<file path="src/rtl/fsg_pkg.sv">
package fsg_pkg;
   typedef enum logic [1:0] {
      PH_IDLE = 2'd0,
      PH_SYNC = 2'd1,
      PH_DATA = 2'd2
   } fsg_phase_t;

   localparam logic [2:0] LM_OFF    = 3'd0;
   localparam logic [2:0] LM_NEG    = 3'd1;
   localparam logic [2:0] LM_POS    = 3'd2;
   localparam logic [2:0] LM_LOW    = 3'd3;
   localparam logic [2:0] LM_HIGH   = 3'd4;
   localparam logic [2:0] LM_TOGGLE = 3'd5;

   function automatic logic is_pulse_mode(input logic [2:0] m);
      return (m == LM_NEG) || (m == LM_POS);
   endfunction
endpackage

</file>
<file path="src/rtl/fsg_seq.sv">
module fsg_seq
   import fsg_pkg::*;
#(
   parameter int LEN_W  = 5,
   parameter int CNT_W  = 4,
   parameter int SLEN_W = 4
)(
   input  logic              clk,
   input  logic              rst_n,
   input  logic              bit_en,
   input  logic              frame_start,
   input  logic [2:0]        mode,
   input  logic [SLEN_W-1:0] sync_len,
   input  logic [LEN_W-1:0]  word_len,
   input  logic [CNT_W-1:0]  word_cnt,
   output fsg_phase_t        phase,
   output logic              start_acc,
   output logic [SLEN_W-1:0] slot_left,
   output logic [LEN_W-1:0]  bit_pos
);
   fsg_phase_t        ph_q;
   logic [SLEN_W-1:0] cnt_q;
   logic [LEN_W-1:0]  bit_q;
   logic [CNT_W-1:0]  word_q;
   logic              last_tick;

   assign last_tick = (ph_q == PH_DATA) && (bit_q == word_len) && (word_q == word_cnt);
   assign start_acc = bit_en && frame_start && ((ph_q == PH_IDLE) || last_tick);

   always_ff @(posedge clk or negedge rst_n) begin
      if (!rst_n) begin
         ph_q   <= PH_IDLE;
         cnt_q  <= '0;
         bit_q  <= '0;
         word_q <= '0;
      end else if (bit_en) begin
         if (start_acc) begin
            bit_q  <= '0;
            word_q <= '0;
            if (is_pulse_mode(mode)) begin
               ph_q  <= PH_SYNC;
               cnt_q <= sync_len;
            end else begin
               ph_q  <= PH_DATA;
               cnt_q <= '0;
            end
         end else begin
            unique case (ph_q)
               PH_SYNC: begin
                  if (cnt_q == '0) begin
                     ph_q   <= PH_DATA;
                     bit_q  <= '0;
                     word_q <= '0;
                  end else begin
                     cnt_q <= cnt_q - 1'b1;
                  end
               end
               PH_DATA: begin
                  if (bit_q == word_len) begin
                     bit_q <= '0;
                     if (word_q == word_cnt) ph_q <= PH_IDLE;
                     else                    word_q <= word_q + 1'b1;
                  end else begin
                     bit_q <= bit_q + 1'b1;
                  end
               end
               default: ph_q <= PH_IDLE;
            endcase
         end
      end
   end

   assign phase     = ph_q;
   assign slot_left = cnt_q;
   assign bit_pos   = bit_q;

   a_r13_hold_without_tick: assert property (@(posedge clk) disable iff (!rst_n)
      !bit_en |=> $stable(ph_q) && $stable(bit_q) && $stable(cnt_q) && $stable(word_q));

   a_r6_bit_in_word: assert property (@(posedge clk) disable iff (!rst_n)
      (ph_q == PH_DATA) |-> (bit_q <= word_len));

   a_r8_no_restart_midframe: assert property (@(posedge clk) disable iff (!rst_n)
      (bit_en && ph_q == PH_DATA && !last_tick && !(bit_q == word_len && word_q == word_cnt))
      |=> (ph_q == PH_DATA));
endmodule

</file>
<file path="src/rtl/fsg_wave.sv">
module fsg_wave
   import fsg_pkg::*;
(
   input  logic       clk,
   input  logic       rst_n,
   input  logic [2:0] mode,
   input  fsg_phase_t phase,
   input  logic       start_acc,
   output logic       sync_out,
   output logic       sync_oe
);
   logic tog_q;
   logic in_slot;
   logic in_data;

   assign in_slot = (phase == PH_SYNC);
   assign in_data = (phase == PH_DATA);

   always_ff @(posedge clk or negedge rst_n) begin
      if (!rst_n)         tog_q <= 1'b0;
      else if (start_acc) tog_q <= ~tog_q;
   end

   always_comb begin
      sync_oe  = 1'b1;
      sync_out = 1'b0;
      case (mode)
         LM_NEG:    sync_out = ~in_slot;
         LM_POS:    sync_out = in_slot;
         LM_LOW:    sync_out = ~in_data;
         LM_HIGH:   sync_out = in_data;
         LM_TOGGLE: sync_out = tog_q;
         default: begin
            sync_oe  = 1'b0;
            sync_out = 1'b0;
         end
      endcase
   end

   a_r5_toggle_only_on_start: assert property (@(posedge clk) disable iff (!rst_n)
      !start_acc |=> $stable(tog_q));
endmodule

</file>
<file path="src/rtl/fsg_slotdata.sv">
module fsg_slotdata
   import fsg_pkg::*;
#(
   parameter int SLEN_W     = 4,
   parameter bit CAPTURE_EN = 1'b1,
   localparam int SYNC_W    = 1 << SLEN_W
)(
   input  logic              clk,
   input  logic              rst_n,
   input  logic              bit_en,
   input  logic              start_acc,
   input  fsg_phase_t        phase,
   input  logic              data_en,
   input  logic              msb_first,
   input  logic [SLEN_W-1:0] sync_len,
   input  logic [SLEN_W-1:0] slot_left,
   input  logic [SYNC_W-1:0] sync_word,
   input  logic              ser_in,
   output logic              slot,
   output logic              tx_bit,
   output logic [SYNC_W-1:0] cap
);
   logic [SLEN_W-1:0] pos;

   assign slot   = data_en && (phase == PH_SYNC);
   assign pos    = msb_first ? slot_left : (sync_len - slot_left);
   assign tx_bit = slot ? sync_word[pos] : 1'b0;

   generate
      if (CAPTURE_EN) begin : g_cap
         logic [SYNC_W-1:0] cap_q;
         always_ff @(posedge clk or negedge rst_n) begin
            if (!rst_n)                cap_q <= '0;
            else if (start_acc)        cap_q <= '0;
            else if (bit_en && slot)   cap_q[pos] <= ser_in;
         end
         assign cap = cap_q;

         a_r11_cap_quiet_outside_slot: assert property (@(posedge clk) disable iff (!rst_n)
            (!slot && !start_acc) |=> $stable(cap_q));
      end else begin : g_nocap
         assign cap = '0;
      end
   endgenerate
endmodule

</file>
<file path="src/rtl/fsg_edge.sv">
module fsg_edge (
   input  logic clk,
   input  logic rst_n,
   input  logic bit_en,
   input  logic edge_sel,
   input  logic pin,
   output logic seen
);
   logic prev_q;
   logic seen_q;
   logic hit;

   assign hit = edge_sel ? (prev_q & ~pin) : (~prev_q & pin);

   always_ff @(posedge clk or negedge rst_n) begin
      if (!rst_n) begin
         prev_q <= 1'b0;
         seen_q <= 1'b0;
      end else begin
         seen_q <= bit_en & hit;
         if (bit_en) prev_q <= pin;
      end
   end

   assign seen = seen_q;

   a_r12_no_double_report: assert property (@(posedge clk) disable iff (!rst_n)
      seen_q |=> !seen_q);
endmodule

</file>
<file path="src/rtl/frame_sync_gen.sv">
module frame_sync_gen
   import fsg_pkg::*;
#(
   parameter int LEN_W      = 5,
   parameter int CNT_W      = 4,
   parameter int SLEN_W     = 4,
   parameter bit CAPTURE_EN = 1'b1,
   localparam int SYNC_W    = 1 << SLEN_W
)(
   input  logic              clk,
   input  logic              rst_n,
   input  logic              bit_en,
   input  logic              frame_start,
   input  logic [2:0]        mode,
   input  logic [SLEN_W-1:0] sync_len,
   input  logic [LEN_W-1:0]  word_len,
   input  logic [CNT_W-1:0]  word_cnt,
   input  logic              msb_first,
   input  logic              sync_data_en,
   input  logic              edge_sel,
   input  logic [SYNC_W-1:0] sync_word,
   input  logic              ser_in,
   input  logic              sync_pin_in,
   output logic              sync_out,
   output logic              sync_oe,
   output logic              active,
   output logic [LEN_W-1:0]  bit_idx,
   output logic              sync_slot,
   output logic              sync_tx_bit,
   output logic [SYNC_W-1:0] sync_cap,
   output logic              sync_seen
);
   generate
      if (LEN_W < 1 || LEN_W > 8)   begin : g_bad_len  $error("LEN_W out of range");  end
      if (CNT_W < 1 || CNT_W > 8)   begin : g_bad_cnt  $error("CNT_W out of range");  end
      if (SLEN_W < 1 || SLEN_W > 6) begin : g_bad_slen $error("SLEN_W out of range"); end
   endgenerate

   fsg_phase_t        phase;
   logic              start_acc;
   logic [SLEN_W-1:0] slot_left;
   logic [LEN_W-1:0]  bit_pos;

   fsg_seq #(.LEN_W(LEN_W), .CNT_W(CNT_W), .SLEN_W(SLEN_W)) u_seq (
      .clk(clk), .rst_n(rst_n), .bit_en(bit_en), .frame_start(frame_start),
      .mode(mode), .sync_len(sync_len), .word_len(word_len), .word_cnt(word_cnt),
      .phase(phase), .start_acc(start_acc), .slot_left(slot_left), .bit_pos(bit_pos)
   );

   fsg_wave u_wave (
      .clk(clk), .rst_n(rst_n), .mode(mode), .phase(phase), .start_acc(start_acc),
      .sync_out(sync_out), .sync_oe(sync_oe)
   );

   fsg_slotdata #(.SLEN_W(SLEN_W), .CAPTURE_EN(CAPTURE_EN)) u_slot (
      .clk(clk), .rst_n(rst_n), .bit_en(bit_en), .start_acc(start_acc), .phase(phase),
      .data_en(sync_data_en), .msb_first(msb_first), .sync_len(sync_len),
      .slot_left(slot_left), .sync_word(sync_word), .ser_in(ser_in),
      .slot(sync_slot), .tx_bit(sync_tx_bit), .cap(sync_cap)
   );

   fsg_edge u_edge (
      .clk(clk), .rst_n(rst_n), .bit_en(bit_en), .edge_sel(edge_sel),
      .pin(sync_pin_in), .seen(sync_seen)
   );

   assign active  = (phase == PH_DATA);
   assign bit_idx = !active ? '0 : (msb_first ? (word_len - bit_pos) : bit_pos);

   a_r7_index_in_range: assert property (@(posedge clk) disable iff (!rst_n)
      active |-> (bit_idx <= word_len));

   a_r2_silent_modes: assert property (@(posedge clk) disable iff (!rst_n)
      (mode == 3'd0 || mode == 3'd6 || mode == 3'd7) |-> (!sync_oe && !sync_out));
endmodule

</file>
<file path="config.mk">
export PLATFORM = sky130hd
export DESIGN_NAME = frame_sync_gen
export DESIGN_NICKNAME = d
export VERILOG_FILES = /design/src/rtl/fsg_pkg.sv /design/src/rtl/fsg_seq.sv /design/src/rtl/fsg_wave.sv /design/src/rtl/fsg_slotdata.sv /design/src/rtl/fsg_edge.sv /design/src/rtl/frame_sync_gen.sv
export SDC_FILE = /design/constraint.sdc
export NUM_CORES = 1
export LEC_CHECK = 0
export BUFFER_PORTS_ARGS = -buffer_cell sky130_fd_sc_hd__buf_2
export CAP_MARGIN = 40
export CORE_MARGIN = 2
export CORE_UTILIZATION = 53
export DETAILED_ROUTE_END_ITERATION = 10
export PLACE_DENSITY_LB_ADDON = 0.08
export SYNTH_ARGS = -nofsm -noshare
export SYNTH_HDL_FRONTEND = slang
export SYNTH_SLANG_ARGS = --single-unit
</file>
<file path="constraint.sdc">
create_clock -name clk -period 3.1 [get_ports clk]
set_input_delay 0.31 -clock clk [delete_from_list [all_inputs] [get_ports clk]]
set_output_delay 0.31 -clock clk [all_outputs]
set_load 0.05 [all_outputs]
</file>
==> reports/metrics.cfg <==
[timing]
slew_violations = 0
tns_ps = 0
tightest_slew_ps = 767.3
setup_viol = 0
clock.fmax_ghz = 0.3408
finClkSkew_ps = 8.535
fin_crit_ps = 2935
finalCritPeriodShare_pct = 94.67
rsz0062_at_grt = false
final-hold-violation-count = 0
relSlewSlack_pct = 48.84

[logic_synthesis]
netlist_instances = 278
synthArstFlopShare_pct = 100.0
yosysUniqueCellTypes = 52
yosys.area.top_type = dfrtp_1
synth_edf_count = 0
synth_warnings = 0
ys.flop_type = dfrtp_1
ys_ff_latch = 34
syn-num-nets = 331
synth-seq-area-share_pct = 34.22
syn_area_per_cell_um2 = 8.943
synth.area.top_cells = dfrtp_1, nand2_1, mux2i_1
yosysTopAreaCellShare_pct = 34.22
syn-cell-area_mm2 = 0.002486

[final_layout]
syn_to_final_growth_pct = 18.57
nets = 396
register_area_um2 = 850.8
final_util_pct = 66.33
fillers = 382
layout-drive-gt1-share_pct = 25.87
multi_input_area_mm2 = 0.001526
antennaDiodeCount = 0

[floorplanning]
io_pins = 68
fp-row-count = 24
initial_core_util_pct = 55.94
core_mm2 = 0.004444
die_w_um = 72.49
die_h_um = 72.49
dieArea_mm2 = 0.005255

[drt]
wl_per_cell_um = 14.77
dr.pass1.iters = 4
vias = 2231
routed_wl_um = 5849
vias_per_cell = 5.634
drcViolationCount = 0
drtIter0Drc = 137
ant_nets = 0

[run_status]
status = finished clean

[worst_setup_path]
slowest_delay_ps = 450
crit_buf_inv = 2
cp-end-kind = primary output
arrival_ps = 2620
cp_cell_sequence = ha_1 > inv_1 > fa_1 > mux2i_4 > mux4_1 > a221oi_2 > a21oi_1 > buf_2
critPathLaunchType = register
required_ps = 2790
critPathKind = reg2out
crit_slowest_cell = fa_1
critPathTopFamily = adder cells
worst-path-max-fanout = 7

[pwr]
ir_drop_mv = 0.4493
leakagePower_nw = 1.464
power_density_mw_per_mm2 = 798.9

[grt]
grt_pass1_wl_um = 9480
antenna_found_initial = 0
grt_usage_pct = 23.22
grt_remaining_overflow = 0
grt_pass1_vias = 2032
grt_max_degree = 35

[clock_network]
cts_tree = yes
postCtsHoldBufs = 0
cts_setup_buffers = 0
clock_latency_ps = 290
cts_root_buffer = clkbuf_8
htree_levels = 2
cts_sinks = 34
cts_resized = 0
cts_inserted_buffers = 5
clock_path_buffers = 2
clkTransAtPathRegs_ps = 80

[flow_run]
drv_cap = 0

[placed_design]
numPortBuffers = 67
dp.final_hpwl_um = 4452
gp_congestion = 0.8697

[hold_path]
hold_path.class = in2async

-- layout by cell type (no fill, tap or decap), drive strengths merged, types with 4 or more instances in the layout --
master	count
buf	70
nand2	40
dfrtp	34
nor2	28
inv	15
o21ai	15
mux2i	15
a21oi	13
xnor2	13
ha	10
nand3	9
o31ai	8
o211ai	7
clkbuf	7
nand2b	6
nor2b	4
xor2	4
mux4	4
-- state kept, by name (all words and copies together) (netlist names) --
signal	count
u_seq.word_q	4
u_seq.phase	2
u_wave.tog_q	1
u_edge.seen	1
u_edge.prev_q	1
u_seq.slot_left	4
u_seq.bit_pos	5
u_slot.cap	16
-- through the flow --
step	cell area (µm²)	hold slack (ps)	power, mW	setup WS [ps]	instances
6_report	2948	86.72	2.355	165.4	396
5_1_grt	2948	162.3	2.532	64.27	396
4_1_cts	2933	121.5	2.340	44.50	396
3_5_place_dp	2841	433.4	1.990	312.6	388
3_3_place_gp	2841	432.0	1.956	393.1	388
2_1_floorplan	2486	14.41	1.693	140.5	278
-- area by class of cell --
cell class | instances | share of cell area, %
multi-input cells | 217 | 51.78
flip-flops and latches | 34 | 28.86
well taps | 52 | 2.207
clock buffers | 7 | 2.929
repair buffers | 70 | 12.14
clock inverters | 1 | 0.1698
inverters | 15 | 1.910
-- cells by family (layout without fill, tap and decap cells) --
logic type,after synthesis,after routing,synth area share (%)
buf+inv,27,93,4.982
simple gates,106,106,20.48
xor+xnor,17,17,5.989
fa+ha+maj,12,12,6.643
compound gates,60,60,16.05
mux,22,22,11.63
flops,34,34,34.22
-- synthesized netlist by cell type, types with 2 or more instances --
master,instances
nor2b_1,4
o21a_1,2
a211oi_1,2
xor2_1,4
buf_4,2
nand3_2,3
o21ai_0,15
ha_1,10
o211ai_1,7
o31ai_1,8
nor2_1,28
buf_2,5
mux2_2,3
nand3b_1,2
and3_1,3
nor3b_1,3
nand2b_1,5
nand2_1,40
xnor2_1,13
a21oi_1,13
inv_1,15
nor3_1,3
mux2i_1,14
nand4_1,3
dfrtp_1,34
mux4_1,3
nand3_1,6
fa_1,2
clkbuf_1,3
-- layer usage --
layer	GRT usage, %	share of wire, %
met1	33.04	47
met2	36.49	48
met3	4.167	4.4
met4	6.790	0.99
met5	0	0
-- where the power goes --
group	switching (mW)	leakage [nW]	internal, mW
logic	0.850	0.963	0.477
registers	0.130	0.453	0.555
clock network	0.163	0.0482	0.179
-- path summary, 6_finish.rpt --
check	startpoint	endpoint	slack (ps)	cells after the start
worst min register to register	u_wave.tog_q$_DFFE_PN0N_	u_wave.tog_q$_DFFE_PN0N_	480	1
worst min-delay path	rst_n	u_seq.word_q[3]$_DFFE_PN0P_	90	1
worst max register to register	u_seq.slot_left[1]$_DFFE_PN0P_	u_slot.cap[10]$_DFFE_PN0P_	560	9
max in group asynchronous	rst_n	u_slot.cap[10]$_DFFE_PN0P_	2510	1
worst max-delay path	u_seq.slot_left[0]$_DFFE_PN0P_	sync_tx_bit	170	8
min in group clk	sync_pin_in	u_edge.prev_q$_DFFE_PN0P_	280	2
(Power assumes the default switching activity.)
